$ cat config.mk
export PLATFORM = sky130hd
export DESIGN_NAME = i2c_reg_port
export DESIGN_NICKNAME = d
export VERILOG_FILES = /design/src/rtl/i2c_port_pkg.sv /design/src/rtl/i2c_line_sync.sv /design/src/rtl/i2c_bus_events.sv /design/src/rtl/i2c_reg_file.sv /design/src/rtl/i2c_slave_engine.sv /design/src/rtl/i2c_reg_port.sv
export SDC_FILE = /design/constraint.sdc
export NUM_CORES = 1
export LEC_CHECK = 0
export BUFFER_PORTS_ARGS = -buffer_cell sky130_fd_sc_hd__buf_2
export CORE_ASPECT_RATIO = 1.75
export CORE_UTILIZATION = 40
export CTS_BUF_LIST = sky130_fd_sc_hd__clkbuf_4 sky130_fd_sc_hd__clkbuf_8
export CTS_CLUSTER_SIZE = 16
export DETAILED_ROUTE_END_ITERATION = 10
export GPL_ROUTABILITY_DRIVEN = 0
export GPL_TIMING_DRIVEN = 0
export SYNTH_ARGS = -nofsm -noshare
export SYNTH_HDL_FRONTEND = slang
export SYNTH_HIERARCHICAL = 1
export SYNTH_SLANG_ARGS = --single-unit
$ cat constraint.sdc
create_clock -name clk -period 2.35 [get_ports clk]
set_clock_uncertainty 0.05 [all_clocks]
set_input_delay 0.1175 -clock clk [delete_from_list [all_inputs] [get_ports clk]]
set_output_delay 0.1175 -clock clk [all_outputs]
set_load 0.02 [all_outputs]
$ cat src/rtl/i2c_port_pkg.sv
package i2c_port_pkg;
  localparam int BYTE_W      = 8;
  localparam int PTR_INC_BIT = 7;

  typedef enum logic [2:0] {
    PH_IDLE,
    PH_ADDR,
    PH_PTR,
    PH_WDATA,
    PH_RDATA
  } phase_t;
endpackage

$ cat src/rtl/i2c_line_sync.sv
module i2c_line_sync #(
  parameter int          WIDTH   = 2,
  parameter int          STAGES  = 2,
  parameter logic [WIDTH-1:0] IDLE_LVL = '1
) (
  input  logic             clk,
  input  logic             rst,
  input  logic [WIDTH-1:0] d,
  output logic [WIDTH-1:0] q
);
  logic [WIDTH-1:0] stage_q [STAGES];

  genvar s;
  generate
    for (s = 0; s < STAGES; s++) begin : g_stage
      if (s == 0) begin : g_first
        always_ff @(posedge clk) begin
          if (rst) stage_q[0] <= IDLE_LVL;
          else     stage_q[0] <= d;
        end
      end else begin : g_next
        always_ff @(posedge clk) begin
          if (rst) stage_q[s] <= IDLE_LVL;
          else     stage_q[s] <= stage_q[s-1];
        end
      end
    end
  endgenerate

  assign q = stage_q[STAGES-1];
endmodule

$ cat src/rtl/i2c_bus_events.sv
module i2c_bus_events (
  input  logic clk,
  input  logic rst,
  input  logic scl_s,
  input  logic sda_s,
  output logic scl_rise,
  output logic scl_fall,
  output logic start_seen,
  output logic stop_seen
);
  logic scl_q, sda_q;

  always_ff @(posedge clk) begin
    if (rst) begin
      scl_q <= 1'b1;
      sda_q <= 1'b1;
    end else begin
      scl_q <= scl_s;
      sda_q <= sda_s;
    end
  end

  assign scl_rise   = scl_s & ~scl_q;
  assign scl_fall   = ~scl_s & scl_q;
  assign start_seen = scl_s & scl_q & sda_q & ~sda_s;
  assign stop_seen  = scl_s & scl_q & ~sda_q & sda_s;
endmodule

$ cat src/rtl/i2c_reg_file.sv
module i2c_reg_file #(
  parameter int AW = 4,
  parameter int DW = 8
) (
  input  logic          clk,
  input  logic          we,
  input  logic [AW-1:0] waddr,
  input  logic [DW-1:0] wdata,
  input  logic [AW-1:0] raddr,
  output logic [DW-1:0] rdata
);
  localparam int DEPTH = 1 << AW;

  logic [DW-1:0] mem [DEPTH];

  always_ff @(posedge clk) begin
    if (we) mem[waddr] <= wdata;
    rdata <= mem[raddr];
  end
endmodule

$ cat src/rtl/i2c_slave_engine.sv
module i2c_slave_engine
  import i2c_port_pkg::*;
#(
  parameter int         AW         = 4,
  parameter logic [5:0] DEV_PREFIX = 6'b001000
) (
  input  logic              clk,
  input  logic              rst,
  input  logic              strap,
  input  logic              sda_s,
  input  logic              scl_rise,
  input  logic              scl_fall,
  input  logic              start_seen,
  input  logic              stop_seen,
  input  logic [BYTE_W-1:0] rd_data,
  output logic [AW-1:0]     raddr,
  output logic              we,
  output logic [AW-1:0]     waddr,
  output logic [BYTE_W-1:0] wdata,
  output logic              sda_oe
);
  localparam int CNT_W = $clog2(BYTE_W + 2);
  localparam logic [CNT_W-1:0] CNT_BYTE = CNT_W'(BYTE_W);
  localparam logic [CNT_W-1:0] CNT_ACK  = CNT_W'(BYTE_W + 1);

  phase_t            phase;
  logic [CNT_W-1:0]  bit_cnt;
  logic [BYTE_W-1:0] rx_sh, tx_sh, ptr;
  logic              rw_flag, master_nack;
  logic              addr_ok, receiving;
  logic [PTR_INC_BIT-1:0] ptr_next;

  assign addr_ok   = (rx_sh[BYTE_W-1:1] == {DEV_PREFIX, strap});
  assign receiving = (phase == PH_ADDR) || (phase == PH_PTR) || (phase == PH_WDATA);
  assign ptr_next  = ptr[PTR_INC_BIT-1:0] + 1'b1;
  assign raddr     = ptr[AW-1:0];

  always_ff @(posedge clk) begin
    if (rst) begin
      phase       <= PH_IDLE;
      bit_cnt     <= '0;
      rx_sh       <= '0;
      tx_sh       <= '0;
      ptr         <= '0;
      rw_flag     <= 1'b0;
      master_nack <= 1'b1;
      sda_oe      <= 1'b0;
      we          <= 1'b0;
      waddr       <= '0;
      wdata       <= '0;
    end else begin
      we <= 1'b0;
      if (start_seen) begin
        phase   <= PH_ADDR;
        bit_cnt <= '0;
        sda_oe  <= 1'b0;
      end else if (stop_seen) begin
        phase   <= PH_IDLE;
        bit_cnt <= '0;
        sda_oe  <= 1'b0;
      end else if (scl_rise && phase != PH_IDLE) begin
        if (bit_cnt < CNT_BYTE) begin
          if (receiving) rx_sh <= {rx_sh[BYTE_W-2:0], sda_s};
          bit_cnt <= bit_cnt + 1'b1;
        end else begin
          if (phase == PH_RDATA) master_nack <= sda_s;
          bit_cnt <= CNT_ACK;
        end
      end else if (scl_fall && phase != PH_IDLE) begin
        if (bit_cnt == CNT_BYTE) begin
          // byte complete: decide the acknowledge slot
          unique case (phase)
            PH_ADDR: begin
              if (addr_ok) begin
                sda_oe  <= 1'b1;
                rw_flag <= rx_sh[0];
              end else begin
                phase <= PH_IDLE;
              end
            end
            PH_PTR: begin
              sda_oe <= 1'b1;
              ptr    <= rx_sh;
            end
            PH_WDATA: begin
              sda_oe <= 1'b1;
              we     <= 1'b1;
              waddr  <= ptr[AW-1:0];
              wdata  <= rx_sh;
              if (ptr[PTR_INC_BIT]) ptr[PTR_INC_BIT-1:0] <= ptr_next;
            end
            PH_RDATA: begin
              sda_oe <= 1'b0;
              if (ptr[PTR_INC_BIT]) ptr[PTR_INC_BIT-1:0] <= ptr_next;
            end
            default: ;
          endcase
        end else if (bit_cnt == CNT_ACK) begin
          // acknowledge slot over: move to the next byte
          bit_cnt <= '0;
          unique case (phase)
            PH_ADDR: begin
              if (rw_flag) begin
                phase  <= PH_RDATA;
                tx_sh  <= rd_data;
                sda_oe <= ~rd_data[BYTE_W-1];
              end else begin
                phase  <= PH_PTR;
                sda_oe <= 1'b0;
              end
            end
            PH_PTR: begin
              phase  <= PH_WDATA;
              sda_oe <= 1'b0;
            end
            PH_WDATA: sda_oe <= 1'b0;
            PH_RDATA: begin
              if (!master_nack) begin
                tx_sh  <= rd_data;
                sda_oe <= ~rd_data[BYTE_W-1];
              end else begin
                phase  <= PH_IDLE;
                sda_oe <= 1'b0;
              end
            end
            default: ;
          endcase
        end else if (phase == PH_RDATA) begin
          tx_sh  <= {tx_sh[BYTE_W-2:0], 1'b0};
          sda_oe <= ~tx_sh[BYTE_W-2];
        end
      end
    end
  end
endmodule

$ cat src/rtl/i2c_reg_port.sv
module i2c_reg_port #(
  parameter int         REG_AW     = 4,
  parameter int         SYNC_STG   = 2,
  parameter logic [5:0] DEV_PREFIX = 6'b001000
) (
  input  logic clk,
  input  logic rst,
  input  logic scl_i,
  input  logic sda_i,
  input  logic strap_i,
  output logic sda_oe_o
);
  localparam int DW = i2c_port_pkg::BYTE_W;

  logic [1:0]        lines_s;
  logic              scl_s, sda_s;
  logic              scl_rise, scl_fall, start_seen, stop_seen;
  logic              mem_we;
  logic [REG_AW-1:0] mem_waddr, mem_raddr;
  logic [DW-1:0]     mem_wdata, mem_rdata;

  i2c_line_sync #(.WIDTH(2), .STAGES(SYNC_STG), .IDLE_LVL(2'b11)) u_sync (
    .clk (clk),
    .rst (rst),
    .d   ({scl_i, sda_i}),
    .q   (lines_s)
  );

  assign scl_s = lines_s[1];
  assign sda_s = lines_s[0];

  i2c_bus_events u_events (
    .clk        (clk),
    .rst        (rst),
    .scl_s      (scl_s),
    .sda_s      (sda_s),
    .scl_rise   (scl_rise),
    .scl_fall   (scl_fall),
    .start_seen (start_seen),
    .stop_seen  (stop_seen)
  );

  i2c_slave_engine #(.AW(REG_AW), .DEV_PREFIX(DEV_PREFIX)) u_engine (
    .clk        (clk),
    .rst        (rst),
    .strap      (strap_i),
    .sda_s      (sda_s),
    .scl_rise   (scl_rise),
    .scl_fall   (scl_fall),
    .start_seen (start_seen),
    .stop_seen  (stop_seen),
    .rd_data    (mem_rdata),
    .raddr      (mem_raddr),
    .we         (mem_we),
    .waddr      (mem_waddr),
    .wdata      (mem_wdata),
    .sda_oe     (sda_oe_o)
  );

  i2c_reg_file #(.AW(REG_AW), .DW(DW)) u_regs (
    .clk   (clk),
    .we    (mem_we),
    .waddr (mem_waddr),
    .wdata (mem_wdata),
    .raddr (mem_raddr),
    .rdata (mem_rdata)
  );
endmodule

Word-level counts from Yosys, hierarchy flattened
Memory sizes are Yosys's and may differ from the RTL's. A register that Yosys moved wholly into a read port is not among the register bits. Index checks and enable logic that the tools add are counted.

Input port bits: 5. Memories kept: 2. Memory bits (writable): 132. Output and inout bits: 1. Word-level logic and storage cells: 132. Register bits: 48.

Memory list: u_regs.mem (words 16, bits a word 8, read ports 1, clocked after Yosys merged registers in 1, write ports 1, RTL line i2c_reg_file.sv:14) `logic [DW-1:0] mem [DEPTH];`; u_sync.stage_q (words 2, bits a word 2, read ports 2, clocked after Yosys merged registers in 0, write ports 2, RTL line i2c_line_sync.sv:11) `logic [WIDTH-1:0] stage_q [STAGES];`.

Muxes and demuxes: 39. Equal/unequal tests: 21. Add/subtract/negate cells: 2. Reduce and logical (&&, ||, !) cells: 31. Bitwise logic cells: 21. $lt $le $gt $ge: 1.

Operator list (number): 2-to-1 mux 7 bit (5); case mux 7 bit (2 select lines) (2); AND reduction 7 bit (4); 2-to-1 mux 4 bit (5); 2-to-1 mux 3 bit (6); AND reduction 6 bit (3); 2-to-1 mux 1 bit (16); inverter 1 bit (12); nonzero test 2 bit (6); nonzero test 3 bit (4); AND reduction 5 bit (2); inequality test 3 x 2 -> 1 bit (second input constant) (3); case mux 3 bit (3 select lines) (1); AND reduction 9 bit (1); == test 4 bit (second input constant) (2); inequality test 4 x 2 -> 1 bit (second input constant) (2); adder 7 x 1 -> 7 bit (second input constant) (1); bitwise AND 1 bit (7); == test 7 x 5 -> 1 bit (1); == test 3 x 2 -> 1 bit (second input constant) (2); inequality test 2 x 1 -> 1 bit (second input constant) (3); inequality test 3 bit (second input constant) (2); case mux 1 bit (3 select lines) (2); OR reduction 6 bit (1); 17 further kinds (22).

Logic depth before layout (Yosys ltp)
Gate-level depths: netlist (run 1).

Depth in word-level cells: 8. Depth in mapped cells: 9. Gate-level depth less buffers: 7.

Cells and area by module
The synthesis (run 1) kept the hierarchy.

By module, submodules not included: i2c_reg_file (times used 1, seq. area each 4003.8 um2, area an instance 5147.4 um2, cells an instance 229); i2c_slave_engine (times used 1, seq. area each 860.8 um2, area an instance 2205.9 um2, cells an instance 257); i2c_line_sync (times used 1, seq. area each 80.1 um2, area an instance 105.1 um2, cells an instance 8); i2c_bus_events (times used 1, seq. area each 40.0 um2, area an instance 85.1 um2, cells an instance 8).

Worst setup path after synthesis (run 1)
OpenSTA, ideal clock, no wires.

Path type: register to register. Start: register u_engine.bit_cnt[1]. End: register u_engine.tx_sh[2]. Path slack: 0.423 ns. Cell stages (with the launch flop): 10. Period minus slack after synthesis: 1.927 ns. Library setup time: 0.080 ns. Arrival: 1.797 ns. Data required time: 2.220 ns. Buffers on the path: 2. Cells stage by stage: dfxtp_1 -> inv_1 -> ha_1 -> nand3b_1 -> buf_4 -> nand2_1 -> a2111oi_4 -> buf_6 -> nor2_1 -> a211oi_2.

Longest elaborated chain between the ends: 3. Elaborated cells between the ends (all ways): 8. Classes of those cells: eq/ne: 4; mux: 1; bitwise: 1; reduce/logical: 2.

RTL lines: from (decl) (RTL line i2c_slave_engine.sv:27) `logic [CNT_W-1:0] bit_cnt;`; from (signal assigned) (RTL line i2c_slave_engine.sv:64) `bit_cnt <= bit_cnt + 1'b1;`; == test 4 bit, on equally long branches (RTL line i2c_slave_engine.sv:98, i2c_slave_engine.sv:70); inequality test 3 x 2 -> 1 bit (no line), or another cell as far along; AND reduction 9 bit (no line); to (signal assigned) (RTL line i2c_slave_engine.sv:105) `tx_sh <= rd_data;`; to (signal assigned) (RTL line i2c_slave_engine.sv:119) `tx_sh <= rd_data;`; to (signal assigned) (RTL line i2c_slave_engine.sv:129) `tx_sh <= {tx_sh[BYTE_W-2:0], 1'b0};`; to (decl) (RTL line i2c_slave_engine.sv:28) `logic [BYTE_W-1:0] rx_sh, tx_sh, ptr;`.

Parallel ways exist; a longest one is shown, timed or not. A chain may end at the register's enable or synchronous reset.

==> results of run 1 <==
-- worst reg2reg max path, stage by stage (launching register included) --
cell and delay [ns]:
dfxtp_1 0.44, and4b_1 0.28, nor2_1 0.36, nand4bb_4 0.23, or2_2 0.37, buf_2 0.19
nand2_1 0.08, a21oi_1 0.07
-- layout by cell type, fill, tap and decap left out, types with 2 or more instances in the layout --
cell             netlist  layout
edfxtp_1             128     128
dfxtp_1               57      57
nand2_1               45      45
nor2_1                44      44
a21oi_1               23      23
mux2i_1               21      21
mux4_2                18      18
clkbuf_8               0      17
a22oi_1               16      16
mux4_1                14      14
buf_4                  8      12
buf_2                  6      11
inv_1                  8       8
nor2b_1                8       8
o21ai_0                7       7
nand2b_1               6       6
nand3b_1               6       6
nand3_1                6       6
or2_1                  6       6
inv_8                  0       5
dlygate4sd3_1          0       5
clkbuf_1               5       5
buf_6                  4       5
a211oi_2               4       5
clkinv_4               0       4
nor3_1                 7       4
or3b_2                 3       3
a211oi_1               4       3
o22ai_1                3       3
nand4_1                3       3
and4b_1                3       3
ha_1                   4       3
clkdlybuf4s25_2        3       3
nor3_2                 0       3
a32o_1                 2       2
or3_1                  2       2
o211ai_1               2       2
nor4_1                 2       2
o21bai_1               2       2
-- repair_timing --
item | 4_1_cts | 5_1_grt
buffers inserted | 0 | 5
endpoints found under the hold margin | 6 | 0
pin swaps | 0 | 2
endpoints found under the setup margin | 14 | 23
hold buffers | 5 | 0
gates resized for setup | 4 | 3
-- per-stage QoR --
stage                     power, W  setup slack (ns)  setup TNS (ns)
after detailed placement  0.003569          -0.03978         -0.1405
after floorplan           0.003550            0.4233               0
final                     0.005598            0.1395               0
after global routing      0.005786          0.004194               0
after global placement    0.003569          -0.01149        -0.01149
after CTS                 0.005655           0.01010               0
-- registers in the layout, indices dropped and copies added, names as in the netlist, 3 cells and up --
signal and cells:
u_engine/wdata 8, u_sync/stage_q 4, u_engine/bit_cnt 4, u_engine/phase 3
u_regs/mem 128, u_regs/rdata 8, u_engine/rx_sh 8, u_engine/waddr 4
u_engine/tx_sh 7, u_engine/ptr 5
-- where the power goes --
group	switching, W	internal (W)
clock network	0.00121	0.000885
logic	0.0000394	0.0000212
registers	0.00000320	0.00344
total	0.00125	0.00435
-- cells by family (layout without fill, tap and decap cells) --
family                   after synthesis  after routing  synth area share, %
XOR/XNOR                               1              1               0.1161
flip-flops                           185            185                66.08
AND/OR/NAND/NOR                      153            153                10.40
buffers and inverters                 34             82                2.836
multiplexers                          53             53                13.04
adder cells (fa/ha/maj)                4              4               0.6635
AO/OA/AOI/OAI                         72             72                6.867
-- layer usage --
| metal | vias up | wire length, um | global-route usage [%] |
|---|---|---|---|
| met2 | 115 | 9555 | 34.93 |
| li1 | 2000 | - | - |
| met1 | 2220 | 5902 | 18.12 |
| met4 | 0 | 401 | 7.667 |
| met3 | 28 | 432 | 2.623 |
| met5 | - | 0 | 0 |
-- final cells by class --
type	instances	area [um^2]
fill	1643	10090
sequential	185	4985
multi-input combinational	283	2391
tap	238	297.8
clock buffer	17	234.0
buffer	26	187.7
clock inverter	15	162.7
timing repair buffer	16	120.1
inverter	8	30.03
-- worst paths after layout --
check | from | endpoint | slack [ns]
setup / recovery | u_sync/stage_q[1][0]$_SDFF_PP1_ | u_engine/wdata[7]$_SDFFE_PP0P_ | 0.14
hold / removal | u_sync/stage_q[0][0]$_SDFF_PP1_ | u_sync/stage_q[1][0]$_SDFF_PP1_ | 0.37
setup reg to reg | u_sync/stage_q[1][0]$_SDFF_PP1_ | u_engine/wdata[7]$_SDFFE_PP0P_ | 0.14
hold reg to reg | u_sync/stage_q[0][0]$_SDFF_PP1_ | u_sync/stage_q[1][0]$_SDFF_PP1_ | 0.37
==> impl_metrics.py, run 1 <==
metrics = {
    "floorplan": {
        "num_rows": 66,
        "die-area_mm2": 0.01943,
        "die_y_um": 183.7,
        "num_io_pins": 6,
        "start_util_pct": 40.78,
        "die_w_um": 105.8,
        "core_area_mm2": 0.01850,
    },
    "placement": {
        "dp.cells": 745,
        "port_buffers": 5,
        "placed_cell_area_mm2": 0.007871,
        "post-dp-hpwl_mm": 11.23,
    },
    "synthesis": {
        "syn_area_mm2": 0.007543,
        "yosysWarnings": 6,
        "synth-async-reset-ratio_pct": 0,
        "synth-edff-count": 128,
        "ys_top_cells_by_count": "128 x edfxtp_1, 57 x dfxtp_1, 45 x nand2_1",
        "synth_largest_area_cell": "edfxtp_1",
        "synthFlopType": "edfxtp_1",
        "netlist_instances": 502,
        "yosysSeqAreaShare_pct": 66.08,
        "syn_avg_cell_area_um2": 15.03,
        "ys_ff_latch": 185,
        "netlist.area_leader.share_pct": 50.95,
        "synth_most_common_cell": "edfxtp_1",
        "synth_fp_nets": 511,
        "synthTopCellsByArea": "edfxtp_1 51%, dfxtp_1 15%, mux4_2 5.4%, mux4_1 4.9%, mux2i_1 2.8%",
        "synth.distinct_cells": 56,
    },
    "flow_run": {
        "drv_cap": 0,
    },
    "sta": {
        "rsz0062_at_grt": "no",
        "whs_ns": 0.3738,
        "setup_viol": 0,
        "relSlewSlack_pct": 35.37,
        "slew_viol_final": 0,
        "finalCriticalPeriod_ns": 2.211,
        "worst_slew_pin_slew_ns": 0.9659,
        "fmax_mhz": 452.4,
        "fin_crit_sh_pct": 94.07,
        "hold_violations": 0,
    },
    "drt": {
        "route.detailed.drc": 0,
        "drtPass1Iterations": 5,
        "wl_mm": 16.29,
        "drt_iter0_drc": 252,
        "num_vias": 4363,
        "wl_per_cell_um": 20.68,
        "drtAntennaViolNets": 0,
        "viasPerCell": 5.537,
    },
    "worst_setup_path": {
        "path_buf_inv": 1,
        "crit_fanout": 10,
        "start_kind": "register",
        "crit_arrival_ns": 2.48,
        "cp.depth": 7,
        "worst-setup-path-type": "reg2reg",
        "cp_cell_sequence": "and4b_1 -> nor2_1 -> nand4bb_4 -> or2_2 -> buf_2 -> nand2_1 -> a21oi_1",
        "worstSetupEndpointType": "register",
        "r2r_cells": 7,
        "crit_family": "simple AND/OR/NAND/NOR gates",
        "cp.required_ns": 2.62,
        "cp_slowest_cell": "dfxtp_1",
        "max_stage_delay_ns": 0.44,
    },
    "global_route": {
        "grtUsageTotal_pct": 17.73,
        "antenna_found_initial": 0,
        "grt_pass1_wl_mm": 24.97,
        "grt_pass1_vias": 4465,
        "grt_max_degree": 19,
        "gr-total-overflow": 0,
    },
    "layout": {
        "stdcell_area_mm2": 0.008408,
        "final_util_pct": 45.45,
        "layout-drive-gt1-share_pct": 18.73,
        "num-nets-final": 546,
        "stdcell_count": 788,
        "diodes": 0,
        "syn_to_final_growth_pct": 11.46,
    },
    "clocking": {
        "clk_latency_ns": 0.45,
        "cts_sinks": 185,
        "clkTransAtPathRegs_ns": 0.10,
        "cts_tree": "built",
        "cts_inserted_buffers": 17,
        "clock_path_buffers": 2,
        "ctsHtreeMaxLevel": 4,
        "root_buffer": "clkbuf_8",
    },
    "outcome": {
        "status": "finished clean",
    },
    "power": {
        "p_leak_nw": 2.789,
        "pwr_density_cell_mw_per_mm2": 665.8,
        "ir_drop_mv": 0.3045,
    },
    "min_path": {
        "hp-class": "reg2reg",
        "hold_depth": 1,
    },
}
No activity file was read; power rests on OpenSTA's default activity.
==> run 2: changes to the inputs <==
--- a/config.mk
+++ b/config.mk
@@ -15,5 +15,4 @@
 export GPL_TIMING_DRIVEN = 0
 export SYNTH_ARGS = -nofsm -noshare
 export SYNTH_HDL_FRONTEND = slang
-export SYNTH_HIERARCHICAL = 1
 export SYNTH_SLANG_ARGS = --single-unit
==> run 2 against run 1 <==
Against the previous run: total power rose by 1.7%; wire length fell by 8.4%; sequential cell count did not move; sequential share of layout area rose by 1.7 points; non-clock buffer count fell by 12; sequential power barely moved; core utilization fell by 0.17 points; cell area fell by 2.8%; count of clock-buffer cells in the layout rose by 1; first-iteration DRC count fell by 4.0%; critical path type unchanged; largest power group unchanged; highest routed layer unchanged.
==> impl_metrics.py, run 2 <==
metrics = {
    "outcome": {
        "status": "finished clean",
    },
    "synthesis": {
        "ys_top_cells_by_count": "128 x edfxtp_1, 57 x dfxtp_1, 51 x nor2_1",
        "yosysWarnings": 0,
        "netlist.area_leader.share_pct": 52.00,
        "synth-edff-count": 128,
        "syn_area_mm2": 0.007392,
        "synth-async-reset-ratio_pct": 0,
        "synth_top_family_by_area": "multiplexers",
        "syn_avg_cell_area_um2": 15.93,
        "yosys.area_share.adder_pct": 0.6770,
        "ys_ff_latch": 185,
        "synthTopCellsByArea": "edfxtp_1 52%, dfxtp_1 15%, mux4_2 12%, mux2i_1 4.3%, nor2_1 2.6%",
        "synth-simple-area-share_pct": 8.632,
        "synth_fp_nets": 473,
        "yosysSeqAreaShare_pct": 67.43,
        "synthXorXnorAreaFrac_pct": 0.3555,
        "netlist_instances": 464,
        "synth_most_common_cell": "edfxtp_1",
        "synth_largest_area_cell": "edfxtp_1",
        "synthMuxAreaShare_pct": 16.67,
        "synth.distinct_cells": 53,
        "synthFlopType": "edfxtp_1",
        "synth_compound_area_share_pct": 4.536,
    },
    "layout": {
        "layout_commonest_cell": "edfxtp_1",
        "fillers": 1567,
        "stdcell_area_mm2": 0.008175,
        "multi_input_area_mm2": 0.002298,
        "largest_reg_flops": 128,
        "mostFrequentLayoutCells": "128 x edfxtp_1, 55 x dfxtp_1, 51 x nor2_1",
        "layout-drive-gt1-share_pct": 21.87,
        "regMostFlops": "u_regs.mem",
        "num-nets-final": 499,
        "diodes": 0,
        "syn_to_final_growth_pct": 10.60,
        "stdcell_count": 737,
        "ff_latch_area_mm2": 0.004987,
    },
    "sta": {
        "slew_viol_final": 0,
        "setup_viol": 0,
        "fmax_mhz": 445.2,
        "finalCriticalPeriod_ns": 2.246,
        "relSlewSlack_pct": 13.68,
        "rsz0062_at_grt": "no",
        "fin_crit_sh_pct": 95.59,
        "worst_slew_pin_slew_ns": 1.285,
        "hold_violations": 0,
    },
    "global_route": {
        "grtUsageTotal_pct": 17.27,
        "grt_pass1_wl_mm": 24.25,
        "grt_max_degree": 18,
        "gr-total-overflow": 0,
        "antenna_found_initial": 0,
        "grt_pass1_vias": 4240,
    },
    "drt": {
        "drt_iter0_drc": 242,
        "route.detailed.drc": 0,
        "wl_mm": 14.93,
        "wl_per_cell_um": 20.26,
        "viasPerCell": 5.311,
        "num_vias": 3914,
        "drtAntennaViolNets": 0,
        "drtPass1Iterations": 4,
    },
    "worst_setup_path": {
        "worstSetupEndpointType": "register",
        "start_kind": "register",
        "crit_arrival_ns": 2.59,
        "crit_path_start": "u_engine.bit_cnt[1]$_SDFFE_PP0P_",
        "critical_path.endpoint": "u_engine.tx_sh[3]$_SDFFE_PP0P_",
        "worst-setup-path-type": "reg2reg",
        "reg2reg_to": "u_engine.tx_sh[3]$_SDFFE_PP0P_",
        "r2r_cells": 8,
        "cp.required_ns": 2.69,
        "rr_startpoint": "u_engine.bit_cnt[1]$_SDFFE_PP0P_",
        "rrSetupSlack_ns": 0.10,
        "crit_fanout": 10,
    },
    "placement": {
        "placed_cell_area_mm2": 0.007705,
        "post-dp-hpwl_mm": 10.73,
        "dp.cells": 702,
        "port_buffers": 4,
    },
    "floorplan": {
        "start_util_pct": 40.94,
        "die_w_um": 104.8,
        "core_area_mm2": 0.01805,
        "die_y_um": 181.8,
        "die-area_mm2": 0.01905,
        "num_rows": 65,
        "num_io_pins": 6,
    },
    "clocking": {
        "cts_sinks": 185,
        "clkTransAtPathRegs_ns": 0.10,
        "ctsHtreeMaxLevel": 4,
        "cts_tree": "built",
        "clk_latency_ns": 0.47,
        "root_buffer": "clkbuf_8",
        "cts_inserted_buffers": 17,
        "clock_path_buffers": 2,
    },
    "power": {
        "ir_drop_mv": 0.3191,
        "pwr_density_cell_mw_per_mm2": 696.1,
        "p_leak_nw": 2.771,
    },
    "min_path": {
        "hp-class": "in2reg",
    },
    "flow_run": {
        "drv_cap": 0,
    },
}
run 2: kinds of logic (layout without fill, tap and decap cells):
logic type / count (synthesis) / after routing
adders and majority gates: 4 / 4
DFF: 185 / 185
and+or+nand+nor: 127 / 127
AOI/OAI and AO/OA: 44 / 44
muxes: 73 / 73
buffers and inverters: 28 / 67
xor gates and xnor gates: 3 / 3
run 2: cell type report:
class	instances	area share [%]
timing repair buffer	7	0.5816
inverter	5	0.2296
clock buffer	18	2.954
buffer	23	1.439
multi-input combinational	251	28.11
tap	234	3.581
clock inverter	14	2.097
sequential	185	61.00
run 2: through the flow:
stage                     setup TNS (ns)  hold WS (ns)  power, W  util (%)  worst slack, ns
after floorplan                        0        0.1713  0.003541         -           0.3367
after global placement            -1.392        0.2494  0.003554     42.68          -0.1594
after detailed placement          -2.032        0.2537  0.003556     42.68          -0.2272
after CTS                              0        0.1074  0.005736     45.15          0.01388
after global routing                   0        0.1668  0.005871     45.28         0.006406
final                                  0        0.1161  0.005691     45.28           0.1037
run 2: what timing repair did:
action,in CTS,in global routing
endpoints found under the hold margin,2,0
gates resized for setup,6,6
setup buffers,0,1
endpoints found under the setup margin,16,11
hold buffers,2,0
pin swaps,0,1
run 2: layer usage:
layer  wire [um]  GRT usage (%)  part of all wire, %  vias up
li1            -              -                    -     1842
met1        5491          17.52                   37     2009
met2        8758          33.62                   59       41
met3         286          3.338                  1.9       22
met4         392          7.437                  2.6        0
met5           0              0                    0        -
run 2: how the worst min path moves through the flow:
stage	to	start	cells after the start
after floorplan	u_sync.stage_q[0][0]$_SDFF_PP1_	sda_i	1
after global placement	u_sync.stage_q[0][0]$_SDFF_PP1_	sda_i	2
after detailed placement	u_sync.stage_q[0][1]$_SDFF_PP1_	scl_i	2
after CTS	u_engine.ptr[3]$_SDFFE_PP0P_	rst	4
after global routing	u_sync.stage_q[1][0]$_SDFF_PP1_	rst	2
final	u_engine.ptr[3]$_SDFFE_PP0P_	rst	4
run 2: worst max-delay path, stage by stage (launching register included):
cell and delay, ns:
dfxtp_2 0.35, inv_1 0.07, ha_1 0.21, nand3b_1 0.17, a2111o_1 0.50, a211oi_4 0.36
buf_6 0.20, nor2_1 0.06, a211oi_2 0.19
run 2: power breakdown:
part | switching [W] | total, W | internal (W)
logic | 0.0000268 | 0.0000414 | 0.0000145
registers | 0.00000332 | 0.00344 | 0.00344
clock network | 0.00114 | 0.00221 | 0.00107
total | 0.00117 | 0.00569 | 0.00452
==> run 3: changes to the inputs <==
--- a/config.mk
+++ b/config.mk
@@ -5,6 +5,7 @@
 export SDC_FILE = /design/constraint.sdc
 export NUM_CORES = 1
 export LEC_CHECK = 0
+export ABC_AREA = 1
 export BUFFER_PORTS_ARGS = -buffer_cell sky130_fd_sc_hd__buf_2
 export CORE_ASPECT_RATIO = 1.75
 export CORE_UTILIZATION = 40
==> run 3 against run 2 <==
Against the previous run: worst hold slack better by 0.079 ns; sequential cell count is the same; maximum frequency rose by 3.2%; total power down 0.27%; register-to-register slack better by 0.07 ns; worst setup slack improved by 0.070 ns; die area increased by 3.1%; global-route usage up 3.8 points; wire length grew 32%; first-iteration DRC count is 77% higher; sequential share of layout area is 1.7 points lower; largest power group unchanged.
==> impl_metrics.py, run 3 <==
metrics = {
    "outcome": {
        "status": "finished clean",
    },
    "floorplan": {
        "die_w_um": 106.4,
        "die_y_um": 184.7,
        "num_rows": 66,
        "num_io_pins": 6,
        "die-area_mm2": 0.01964,
        "core_area_mm2": 0.01866,
        "start_util_pct": 40.86,
    },
    "synthesis": {
        "synthFlopType": "edfxtp_1",
        "synth_fp_nets": 763,
        "synth-edff-count": 128,
        "syn_avg_cell_area_um2": 10.11,
        "synth-async-reset-ratio_pct": 0,
        "yosysSeqAreaShare_pct": 65.37,
        "netlist.area_leader.share_pct": 50.40,
        "synth_largest_area_cell": "edfxtp_1",
        "netlist_instances": 754,
        "synth.distinct_cells": 31,
        "ys_top_cells_by_count": "163 x nor2_1, 128 x edfxtp_1, 101 x o21ai_0",
        "synthTopCellsByArea": "edfxtp_1 50%, dfxtp_1 15%, nor2_1 8.0%, o21ai_0 6.6%, nand2_1 4.9%",
        "ys_ff_latch": 185,
        "syn_area_mm2": 0.007626,
        "synth_most_common_cell": "nor2_1",
        "yosysWarnings": 0,
    },
    "placement": {
        "port_buffers": 5,
        "post-dp-hpwl_mm": 13.92,
    },
    "flow_run": {
        "drv_cap": 0,
    },
    "worst_setup_path": {
        "start_kind": "register",
        "crit_arrival_ns": 2.47,
        "cp.required_ns": 2.64,
        "worstSetupEndpointType": "register",
        "crit_fanout": 10,
        "worst-setup-path-type": "reg2reg",
    },
    "drt": {
        "wl_per_cell_um": 19.08,
        "wl_mm": 19.73,
        "drtAntennaViolNets": 0,
        "route.detailed.drc": 0,
        "viasPerCell": 5.277,
        "drt_iter0_drc": 428,
        "drtPass1Iterations": 5,
        "num_vias": 5456,
    },
    "clocking": {
        "cts_sinks": 185,
        "clkTransAtPathRegs_ns": 0.10,
        "ctsHtreeMaxLevel": 4,
        "clk_latency_ns": 0.46,
        "cts_inserted_buffers": 17,
        "root_buffer": "clkbuf_8",
        "clock_path_buffers": 2,
        "post-cts-setup-buffers": 0,
        "cts_tree": "built",
    },
    "layout": {
        "layout-drive-gt1-share_pct": 8.668,
        "regMostFlops": "u_regs.mem",
        "layout_commonest_cell": "nor2_1",
        "diodes": 0,
        "num-nets-final": 792,
        "syn_to_final_growth_pct": 10.14,
        "mostFrequentLayoutCells": "163 x nor2_1, 128 x edfxtp_1, 101 x o21ai_0",
        "largest_reg_flops": 128,
    },
    "sta": {
        "rsz0062_at_grt": "no",
        "hold_violations": 0,
        "finalCriticalPeriod_ns": 2.176,
        "setup_viol": 0,
        "worst_slew_pin_slew_ns": 0.9458,
        "slew_viol_final": 0,
        "tns_ns": 0,
        "whs_ns": 0.1953,
        "relSlewSlack_pct": 36.71,
        "fin_crit_sh_pct": 92.61,
        "fmax_mhz": 459.5,
    },
    "global_route": {
        "grt_max_degree": 18,
        "grt_pass1_vias": 5313,
        "grt_pass1_wl_mm": 29.93,
        "gr-total-overflow": 0,
        "grtUsageTotal_pct": 21.11,
        "antenna_found_initial": 0,
    },
    "power": {
        "p_leak_nw": 2.935,
        "pwr_density_cell_mw_per_mm2": 675.7,
        "ir_drop_mv": 0.3625,
    },
    "min_path": {
        "hp-class": "in2reg",
    },
}
[run 3: critical path: stages (launching register included)]
cell and delay (ns):
dfxtp_1 0.49, buf_2 0.31, inv_2 0.15, buf_2 0.24, nor2_1 0.13, nor2_1 0.04, o21ai_0 0.12, o211ai_1 0.21
nand3_1 0.20, nand2_1 0.09
[run 3: worst paths after layout]
kind / cells after the start / from / to / slack (ns)
max: 9 / u_engine.ptr[0]$_SDFFE_PP0P_ / u_regs.rdata[2]$_DFF_P_ / 0.17
min: 8 / strap_i / u_engine.rw_flag$_SDFFE_PP0P_ / 0.20
max reg2reg: 9 / u_engine.ptr[0]$_SDFFE_PP0P_ / u_regs.rdata[2]$_DFF_P_ / 0.17
min reg2reg: 1 / u_sync.stage_q[0][0]$_SDFF_PP1_ / u_sync.stage_q[1][0]$_SDFF_PP1_ / 0.37
[run 3: cell type report]
| class | instances | area, um^2 |
|---|---|---|
| fillers | 1811 | 10260 |
| flip-flops and latches | 185 | 4985 |
| multi-input cells | 490 | 2308 |
| clock buffers | 23 | 297.8 |
| well taps | 238 | 297.8 |
| inverters | 46 | 175.2 |
| plain buffers | 33 | 158.9 |
| clock inverters | 9 | 101.3 |
| repair buffers | 10 | 75.07 |
[run 3: timing repair]
| item | CTS | global route |
|---|---|---|
| endpoints found under the setup margin | 0 | 1 |
| gates resized for setup | 0 | 2 |
| hold buffers | 5 | 0 |
| hold endpoints to repair | 5 | 0 |
[run 3: layer usage]
metal  global-route usage, %  up-vias  share of wire (%)  wire length (um)
met5                       0        -                  0                 0
met4                   12.61        0                4.9               963
met2                   40.68      147                 56             10970
li1                        -     2638                  -                 -
met1                   20.82     2623                 36              7157
met3                   3.147       48                3.2               634
[run 3: cell families after synthesis]
group | Yosys count | synth area share (%)
AO/OA/AOI/OAI | 165 | 12.12
buffers and inverters | 79 | 4.364
flip-flops | 185 | 65.37
XOR/XNOR | 2 | 0.2297
AND/OR/NAND/NOR | 319 | 17.26
adder cells (fa/ha/maj) | 4 | 0.6563
[run 3: power breakdown]
group / leakage [nW] / switching, W / internal [W]
Combinational: 1.07 / 0.0000418 / 0.0000234
Clock: 0.215 / 0.00111 / 0.00106
Sequential: 1.65 / 0.00000395 / 0.00344
Total: 2.93 / 0.00115 / 0.00452
[run 3: stage by stage]
step	util [%]	worst slack, ns	std cells	instance area, um^2	total power (W)
6_report	45.01	0.1737	1034	8399	0.005675
5_1_grt	45.01	0.07295	1034	8399	0.005822
4_1_cts	45.00	0.05929	1034	8398	0.005708
3_5_place_dp	42.59	0.1042	997	7949	0.003576
3_3_place_gp	42.59	0.1091	997	7949	0.003576
2_1_floorplan	-	0.6603	754	7626	0.003557
